**src/rtl/hamming_bus_bridge.sv**
```systemverilog
`timescale 1ns/1ps
module hamming_bus_bridge #(
  parameter int TIMEOUT = 16,
  parameter int HPW     = 8
) (
  input  logic           clk,
  input  logic           rst_n,
  input  logic [HPW-1:0] half_period,
  input  logic           req_valid,
  output logic           req_ready,
  input  logic [3:0]     req_id,
  input  logic           req_write,
  input  logic [7:0]     req_data,
  output logic           rsp_valid,
  input  logic           rsp_ready,
  output logic [3:0]     rsp_id,
  output logic [1:0]     rsp_code,
  output logic [7:0]     rsp_data,
  output logic           rsp_uncorr,
  output logic [3:0]     scl_o,
  output logic [3:0]     sda_o,
  input  logic [3:0]     sda_i
);
  localparam int TW = $clog2(TIMEOUT + 1);
  localparam logic [1:0] C_ACK = 2'd0, C_READ = 2'd1, C_TMO = 2'd2;

  typedef enum logic [2:0] {S_IDLE, S_TX, S_WAIT, S_RX, S_RESP} st_t;

  function automatic logic [11:0] ham_enc(input logic [7:0] d);
    logic [11:0] w;
    logic par;
    int k;
    w = '0;
    k = 0;
    for (int p = 1; p <= 12; p++)
      if ((p & (p - 1)) != 0) begin
        w[p-1] = d[k];
        k++;
      end
    for (int j = 0; j < 4; j++) begin
      par = 1'b0;
      for (int p = 1; p <= 12; p++)
        if (((p >> j) & 1) == 1 && (p & (p - 1)) != 0) par ^= w[p-1];
      w[(1 << j) - 1] = par;
    end
    return w;
  endfunction

  function automatic logic [8:0] ham_dec(input logic [11:0] wi);
    logic [11:0] w;
    logic [3:0]  s;
    logic [7:0]  d;
    int k;
    w = wi;
    s = '0;
    for (int p = 1; p <= 12; p++)
      if (w[p-1]) s ^= 4'(p);
    if (s != 4'd0 && s <= 4'd12) w[s - 4'd1] = ~w[s - 4'd1];
    d = '0;
    k = 0;
    for (int p = 1; p <= 12; p++)
      if ((p & (p - 1)) != 0) begin
        d[k] = w[p-1];
        k++;
      end
    return {(s > 4'd12), d};
  endfunction

  st_t            st;
  logic [3:0]     id_q;
  logic           wr_q;
  logic [HPW-1:0] hp_q, div;
  logic           scl, sda;
  logic [14:0]    txsr;
  logic [3:0]     txcnt, rxcnt;
  logic [TW-1:0]  tcnt;
  logic [10:0]    rxsr;
  logic [1:0]     code_q;
  logic [7:0]     data_q;
  logic           unc_q;

  wire        active  = (st == S_TX) || (st == S_WAIT) || (st == S_RX);
  wire        tick    = (div == hp_q);
  wire        sda_in  = sda_i[id_q[3:2]];
  wire [11:0] rx_word = {sda_in, rxsr};
  wire [8:0]  dec_w   = ham_dec(rx_word);

  assign req_ready  = (st == S_IDLE);
  assign rsp_valid  = (st == S_RESP);
  assign rsp_id     = id_q;
  assign rsp_code   = code_q;
  assign rsp_data   = data_q;
  assign rsp_uncorr = unc_q;

  for (genvar g = 0; g < 4; g++) begin : g_bus
    assign scl_o[g] = (active && id_q[3:2] == 2'(g)) ? scl : 1'b1;
    assign sda_o[g] = (active && id_q[3:2] == 2'(g)) ? sda : 1'b1;
  end

  always_ff @(posedge clk or negedge rst_n) begin
    if (!rst_n) begin
      st <= S_IDLE;  id_q <= '0;  wr_q <= 1'b0;  hp_q <= '0;  div <= '0;
      scl <= 1'b1;   sda <= 1'b1; txsr <= '0;    txcnt <= '0; rxcnt <= '0;
      tcnt <= '0;    rxsr <= '0;  code_q <= C_ACK; data_q <= '0; unc_q <= 1'b0;
    end else begin
      case (st)
        S_IDLE: if (req_valid) begin
          id_q  <= req_id;
          wr_q  <= req_write;
          hp_q  <= half_period;
          div   <= '0;
          scl   <= 1'b1;
          sda   <= 1'b1;
          txsr  <= {ham_enc(req_data), req_write, req_id[0], req_id[1]};
          txcnt <= req_write ? 4'd15 : 4'd3;
          tcnt  <= '0;
          st    <= S_TX;
        end
        S_TX, S_WAIT, S_RX: begin
          if (!tick) div <= div + 1'b1;
          else begin
            div <= '0;
            scl <= ~scl;
            if (scl) begin
              if (st == S_TX) begin
                if (txcnt == 4'd0) begin
                  sda <= 1'b1;
                  st  <= S_WAIT;
                end else begin
                  sda   <= txsr[0];
                  txsr  <= txsr >> 1;
                  txcnt <= txcnt - 1'b1;
                end
              end
            end else if (st == S_WAIT) begin
              if (!sda_in) begin
                if (wr_q) begin
                  code_q <= C_ACK; data_q <= '0; unc_q <= 1'b0; st <= S_RESP;
                end else begin
                  rxcnt <= 4'd12; st <= S_RX;
                end
              end else if (tcnt == TW'(TIMEOUT - 1)) begin
                code_q <= C_TMO; data_q <= '0; unc_q <= 1'b0; st <= S_RESP;
              end else tcnt <= tcnt + 1'b1;
            end else if (st == S_RX) begin
              rxsr  <= rx_word[11:1];
              rxcnt <= rxcnt - 1'b1;
              if (rxcnt == 4'd1) begin
                code_q <= C_READ; data_q <= dec_w[7:0]; unc_q <= dec_w[8]; st <= S_RESP;
              end
            end
          end
        end
        S_RESP: if (rsp_ready) st <= S_IDLE;
        default: st <= S_IDLE;
      endcase
    end
  end

  AST_SINGLE_BUS: assert property (@(posedge clk) disable iff (!rst_n)
    $onehot0(~scl_o | ~sda_o));
  AST_IDLE_RELEASED: assert property (@(posedge clk) disable iff (!rst_n)
    req_ready |-> (&scl_o) && (&sda_o));
  AST_LOCK_WHILE_RSP: assert property (@(posedge clk) disable iff (!rst_n)
    rsp_valid |-> !req_ready);
  AST_ROUTE_STABLE: assert property (@(posedge clk) disable iff (!rst_n)
    (!req_ready && $past(!req_ready)) |-> $stable(rsp_id));
  AST_RSP_HOLD: assert property (@(posedge clk) disable iff (!rst_n)
    (rsp_valid && !rsp_ready) |=> rsp_valid && $stable(rsp_code) && $stable(rsp_data) && $stable(rsp_uncorr));
  AST_TIMEOUT_ZERO: assert property (@(posedge clk) disable iff (!rst_n)
    (rsp_valid && rsp_code == 2'd2) |-> (rsp_data == 8'd0) && !rsp_uncorr);
  AST_WAIT_BOUND: assert property (@(posedge clk) disable iff (!rst_n)
    tcnt < TW'(TIMEOUT));
endmodule

```
**config.mk**
```make
export PLATFORM = sky130hd
export DESIGN_NAME = hamming_bus_bridge
export DESIGN_NICKNAME = d
export VERILOG_FILES = /design/src/rtl/hamming_bus_bridge.sv
export SDC_FILE = /design/constraint.sdc
export NUM_CORES = 1
export LEC_CHECK = 0
export BUFFER_PORTS_ARGS = -buffer_cell sky130_fd_sc_hd__buf_4
export CAP_MARGIN = 0
export CORE_UTILIZATION = 46
export CTS_CLUSTER_DIAMETER = 60
export DETAILED_ROUTE_END_ITERATION = 12
export GPL_ROUTABILITY_DRIVEN = 0
export GPL_TIMING_DRIVEN = 0
export PLACE_DENSITY_LB_ADDON = 0.2
export SYNTH_ARGS = -nofsm -noshare
export SYNTH_HDL_FRONTEND = slang
export SYNTH_SLANG_ARGS = --single-unit
```
**constraint.sdc**
```tcl
create_clock -name clk -period 8.1 [get_ports clk]
set_clock_uncertainty 0.2 [all_clocks]
set_input_delay 0.405 -clock clk [delete_from_list [all_inputs] [get_ports clk]]
set_output_delay 0.405 -clock clk [all_outputs]
set_load 0.01 [all_outputs]
```
Yosys cells after proc, flatten, opt, wreduce, memory -nomap -nowiden

Cells that the tools add are included.

Memories: 0
Output and inout port bits: 25
Memory bits (read-only): 0
Register bits after elaboration: 76
Bits in latches: 0
Bits in writable memories: 0

Order comparisons: 12
Div/mod/pow operators: 0
Eq/ne operators: 29
Shifts and indexed selects: 0
Add/sub/neg operators: 11
Multiply operators: 0
Multiplexer cells: 169
Reductions and logical operators: 26
Bitwise operators: 28

Operators with widths:

| kind                  | count |
|---|---|
| $mux 32               | 14 |
| $lt 32x5->1 const B   | 7 |
| $add 32x2->32 const B | 6 |
| $mux 1                | 78 |
| $mux 15               | 5 |
| $mux 8                | 8 |
| $mux 4                | 15 |
| $mux 3                | 16 |
| $mux 5                | 6 |
| $pmux 15 s2           | 1 |
| $ne 2x2->1 const B    | 11 |
| $bmux 1 s3            | 7 |
| $mux 2                | 8 |
| $pmux 8 s2            | 1 |
| $reduce_and 7->1      | 2 |
| $xor 1x1->1           | 14 |
| $bwmux 12             | 1 |
| $mux 12               | 1 |
| $not 2->2             | 6 |
| $reduce_and 6->1      | 2 |
| $sub 4x1->4 const B   | 3 |
| $pmux 5 s2            | 1 |
| $reduce_and 5->1      | 2 |
| $ne 3x3->1 const B    | 3 |
| 39 further kinds      | 57 |

Depth between registers and ports, before layout

Depth after elaboration: 30
Mapped depth: 10
Mapped depth without buffers: 9

Worst setup path before layout

Ideal clock, no wire load.

Kind: flip-flop to flip-flop
Start: reg rxsr[10]
End: reg data_q[2], in the netlist rsp_data[2]
Required time: 7.824 ns
Clock period less this slack: 2.829 ns
Setup slack: 5.271 ns
Arrival: 2.553 ns
Cell stages (with the launch flop): 8
Cells stage by stage: dfrtp_1 -> buf_2 -> xnor2_2 -> xnor3_2 -> ha_1 -> mux4_2 -> a211o_1 -> o21ai_1

Longest elaborated chain between the ends: 13

RTL lines:

| what                                                                  | RTL line | text |
|---|---|---|
| start, declared                                                       | 77       | `logic [10:0] rxsr;` |
| start signal, assigned                                                | 146      | `rxsr <= rx_word[11:1];` |
| $mux 4                                                                | 57       | `if (w[p-1]) s ^= 4'(p);` |
| $not 2->2 (no line)                                                   | n/a      |  |
| $mux 4                                                                | 57       |  |
| $sub 4x1->4                                                           | 58       | `if (s != 4'd0 && s <= 4'd12) w[s - 4'd1] = ~w[s - 4'd1];` |
| $lt 4x5->1 (implied by the code) / $ge 4x1->1 (equally long branches) | 58       |  |
| $logic_and 1x1->1 (implied by the code)                               | 58       |  |
| $mux 1 (implied by the code)                                          | 58       |  |
| $demux 1 s4                                                           | 58       |  |
| $bwmux 12                                                             | 58       |  |
| $mux 12 *                                                             | 58       |  |
| $mux 8 *                                                              | 148      | `if (rxcnt == 4'd1) begin` |
| $mux 8 *                                                              | 145      | `end else if (st == S_RX) begin` |
| $mux 8 *                                                              | 135      | `end else if (st == S_WAIT) begin` |
| end signal, assigned                                                  | 138      | `code_q <= C_ACK; data_q <= '0; unc_q <= 1'b0; st <= S_RESP;` |
| end signal, assigned                                                  | 143      | `code_q <= C_TMO; data_q <= '0; unc_q <= 1'b0; st <= S_RESP;` |
| end signal, assigned                                                  | 149      | `code_q <= C_READ; data_q <= dec_w[7:0]; unc_q <= dec_w[8]; st <= S_RESP;` |
| end, declared                                                         | 79       | `logic [7:0] data_q;` |

Every way passes the cells marked *; elsewhere a longest branch is shown, timed or not. The select of a mux whose other input is x is not followed.
A chain may end at the register's enable or synchronous reset.

Worst setup path after layout

Start: reg st[1]
End: reg txsr[13]

Longest elaborated chain between the ends: 4

RTL lines:

| what                                                             | RTL line | text |
|---|---|---|
| start, declared                                                  | 69       | `st_t st;` |
| start signal, assigned                                           | 102      | `st <= S_IDLE; id_q <= '0; wr_q <= 1'b0; hp_q <= '0; div <= '0;` |
| start signal, assigned                                           | 117      | `st <= S_TX;` |
| start signal, assigned                                           | 128      | `st <= S_WAIT;` |
| $eq 3x1->1 / $eq 3x2->1 (equally long branches)                  | 106, 125 |  |
| $reduce_or 3->1                                                  | 106      | `case (st)` |
| $ne 2x2->1 (no line) / $reduce_bool 2->1 (equally long branches) | n/a      |  |
| $reduce_and 6->1 (no line)                                       | n/a      |  |
| end signal, assigned                                             | 114      | `txsr <= {ham_enc(req_data), req_write, req_id[0], req_id[1]};` |
| end signal, assigned                                             | 131      | `txsr <= txsr >> 1;` |
| end, declared                                                    | 74       | `logic [14:0] txsr;` |

Several ways; a longest one is shown, not always the timed one.

==> impl_summary.txt <==
----------------------------------------------------
[Worst setup path]
  Required arrival time at the worst endpoint ... slightly above 8 ns
  Critical Path Start Type ... flip-flop
  CP Capture Type ... flip-flop
  Critical path type ... reg2reg
  Arrival time at the worst endpoint ... about 3.3 ns
  Maximum fanout encountered on the critical timing path ... 10

[Finish]
  Most common library cell in the layout ignoring fill and taps ... sky130_fd_sc_hd__dfrtp_1
  Synth-to-layout area growth ... 17.3%
  Leading cell types in the layout, fill and taps excluded ... sky130_fd_sc_hd__dfrtp_1 (74), sky130_fd_sc_hd__nand2_1 (65), sky130_fd_sc_hd__nor2_1 (60)
  Core Util, Final ... 0.552
  Count of placed standard cells in the final layout, fillers left out ... approximately 650
  Share of post-route cells with drive strength above 1 ... 0.195
  Nets ... about 570
  Antenna diodes ... 0

[Global routing]
  Initial antenna violation count ... 0
  Pin count of the biggest net entering global routing ... 77
  First-pass GRT wire length ... between 15,000 and 20,000 um
  Number of global-route vias before repair ... about 3,500
  Total track usage ... 0.211
  Global-route congestion overflow total ... 0

[Floorplan]
  Horizontal die dimension ... roughly 99 um
  Vertical extent of the die ... between 90 and 100 um
  I/O Pins ... 54
  Effective utilization at floorplan ... 0.471
  Core footprint ... 9200 um2
  Standard-cell row count ... 35
  Die footprint ... around 10000 um2

[Synthesis]
  Number of warnings issued by yosys ... 0
  Top cells by area in the synthesized netlist ... sky130_fd_sc_hd__dfrtp_1 (43%), sky130_fd_sc_hd__xnor2_1 (6.3%), sky130_fd_sc_hd__nand2_1 (5.6%)
  Top cell type's share of synthesized area ... 0.428
  Asr flop ratio synth ... 1.00
  Net count after synthesis ... about 510
  Number of different library cells in the post-synthesis netlist ... 56
  Dominant cell type by area after synthesis ... sky130_fd_sc_hd__dfrtp_1
  Post-Syn Area per Cell ... ~9 um2
  Main synth FF type ... sky130_fd_sc_hd__dfrtp_1
  Flip-flop and latch count after synthesis ... between 70 and 80
  Netlist Area Pre-Place ... 4330 um2
  Post-synthesis instance total ... 471
  Part of the Yosys area used for sequential elements ... 0.440
  Number of synthesized flops with an enable pin ... 0

[Min path]
  Worst min-delay path class ... in2async

[Timing]
  Setup violations, final ... 0
  Post-route clock period utilization ... 0.400
  Fin. max-slew vios ... 0
  FMAX ... 0.309 GHz
  Max-Slew Margin vs Limit ... 0.381
  Worst slew pin tran ... ~0.93 ns
  Least setup slack across all paths after layout ... 4.86 ns
  Clock period minus worst slack ... between 3 and 4 ns
  Worst hold margin ... -0.0166 ns
  Final Hold Violating Endpoints ... 14
  Fin Setup TNS ... 0 ns
  Unrepaired setup endpoints after global routing ... false

[Run status]
  Outcome ... complete, but fails checks
  Failing checks ... hold timing

[Clocking]
  Resized cells post-CTS ... 0
  Sink count of the clock tree ... 76
  Clk Latency, worst-skew pair ... 0.35 ns
  Maximum buffer depth of the clock tree ... 2
  Cts hold-fix bufs ... 0
  Count of buffers added by post-CTS timing repair for setup ... 0
  CTS root buffer ... sky130_fd_sc_hd__clkbuf_8
  CTS tree ... done
  Clock slew at reported path FFs ... 0.09 ns
  TritonCTS Buffers ... 9
  H-tree levels ... 3

[Run]
  Max Cap Viol ... 0

[Routing]
  Via count normalized by instance count ... between 5 and 6
  DRT Wirelength ... 9590 um
  Post-route DRC violation count ... 0
  Post-detailed-route wirelength per cell ... about 15 um
  Detailed Routing Iterations Pass 1 ... 5
  DRT antenna net count ... 0
  DR iter-0 viols ... 175
  Overall via count from detail_route ... around 3,600

[Power]
  Static leakage power ... roughly 2.2 nW
  Max IR drop VDD ... around 0.18 mV
  Power per Cell Area ... 281 nW/um2

[Place]
  Number of I/O port buffers ... 53
  Worst Setup Slack post-DPL ... 4.84 ns
  Half-perimeter wire length after placement ... ~6900 um
  Total instance count after detailed placement ... between 600 and 700

----------------------------------------------------
-- critical path, stage by stage, from the launching register on --
cell and delay (ns):
sky130_fd_sc_hd__dfrtp_1 0.33, sky130_fd_sc_hd__clkbuf_1 0.30, sky130_fd_sc_hd__nor2_1 0.14, sky130_fd_sc_hd__or2_1 0.22
sky130_fd_sc_hd__clkbuf_1 0.19, sky130_fd_sc_hd__a21oi_1 0.26, sky130_fd_sc_hd__o22ai_1 0.18, sky130_fd_sc_hd__nor2_1 0.41
sky130_fd_sc_hd__clkbuf_1 0.45, sky130_fd_sc_hd__buf_2 0.32, sky130_fd_sc_hd__a31oi_1 0.11
-- synthesized netlist by cell type, types with 2 or more instances --
cell type	count
sky130_fd_sc_hd__a211oi_1	3
sky130_fd_sc_hd__a21o_1	3
sky130_fd_sc_hd__a21oi_1	21
sky130_fd_sc_hd__a22o_1	3
sky130_fd_sc_hd__a311oi_1	2
sky130_fd_sc_hd__a31oi_1	14
sky130_fd_sc_hd__a32o_1	2
sky130_fd_sc_hd__and3_1	2
sky130_fd_sc_hd__buf_2	4
sky130_fd_sc_hd__clkbuf_1	18
sky130_fd_sc_hd__dfrtp_1	74
sky130_fd_sc_hd__dfstp_2	2
sky130_fd_sc_hd__ha_1	8
sky130_fd_sc_hd__inv_1	15
sky130_fd_sc_hd__mux2_1	4
sky130_fd_sc_hd__mux2_2	19
sky130_fd_sc_hd__mux2i_1	7
sky130_fd_sc_hd__mux4_2	2
sky130_fd_sc_hd__nand2_1	65
sky130_fd_sc_hd__nand3_1	14
sky130_fd_sc_hd__nand4_1	5
sky130_fd_sc_hd__nand4b_1	2
sky130_fd_sc_hd__nor2_1	60
sky130_fd_sc_hd__nor2b_1	4
sky130_fd_sc_hd__nor3_1	13
sky130_fd_sc_hd__o2111ai_1	2
sky130_fd_sc_hd__o21ai_0	18
sky130_fd_sc_hd__o21ai_1	17
sky130_fd_sc_hd__o22ai_1	2
sky130_fd_sc_hd__o41ai_1	2
sky130_fd_sc_hd__or2_1	2
sky130_fd_sc_hd__xnor2_1	31
sky130_fd_sc_hd__xnor3_2	2
sky130_fd_sc_hd__xor2_1	7
-- through the flow --
step                power [mW]  cell area (um2)  hold WS [ns]
floorplan                0.944             4330       -0.0906
global placement          1.10             4870         0.263
detailed placement        1.11             4870         0.274
CTS                       1.44             5080        0.0356
global route              1.53             5080        0.0448
finish                    1.43             5080       -0.0166
-- kinds of logic after synthesis --
group / synth area share
flops: 0.440
compound gates: 0.138
mux: 0.0896
fa+ha+maj: 0.0231
buf+inv: 0.0373
simple gates: 0.177
xor+xnor: 0.0954
-- sequential cells by signal, summed over array words and instances (netlist names) --
| signal | count |
|---|---|
| rsp_code | 2 |
| scl | 1 |
| rsp_uncorr | 1 |
| wr_q | 1 |
| tcnt | 5 |
| hp_q | 8 |
| rxcnt | 4 |
| txsr | 15 |
| rxsr | 11 |
| rsp_id | 4 |
| div | 8 |
| rsp_data | 8 |
| st | 3 |
| txcnt | 4 |
| sda | 1 |
-- final timing paths --
check	startpoint	end	slack (ns)	cells after the start
max	st[1]	txsr[13]	4.86	10
max in group asynchronous	rst_n	hp_q[1]	7.11	1
min reg2reg	rsp_data[5]	rsp_data[5]	0.29	2
min in group clk	rsp_ready	st[2]	0.04	2
max reg2reg	st[1]	txsr[13]	4.86	10
min	rst_n	rsp_code[0]	-0.02	1
-- layout make-up --
type	instances	area, um2
Multi-Input combinational cell	355	2260
Tap cell	111	139
Inverter	17	70.1
Clock buffer	10	138
Sequential cell	76	1900
Buffer	23	91.3
Timing Repair Buffer	53	398
Clock inverter	4	75.1
Fill cell	842	4120
-- layer usage --
layer,track usage,vias to the layer above,wire (um)
li1,-,1766,-
met1,0.280,1715,4440
met2,0.344,99,4630
met3,0.0340,14,385
met4,0.0884,0,135
met5,0,-,0
-- report_power, final --
group	switching (mW)	internal (mW)
sequential	0.0607	0.478
combinational	0.334	0.232
clock	0.143	0.179
No activity file was read; power rests on OpenSTA's default activity.
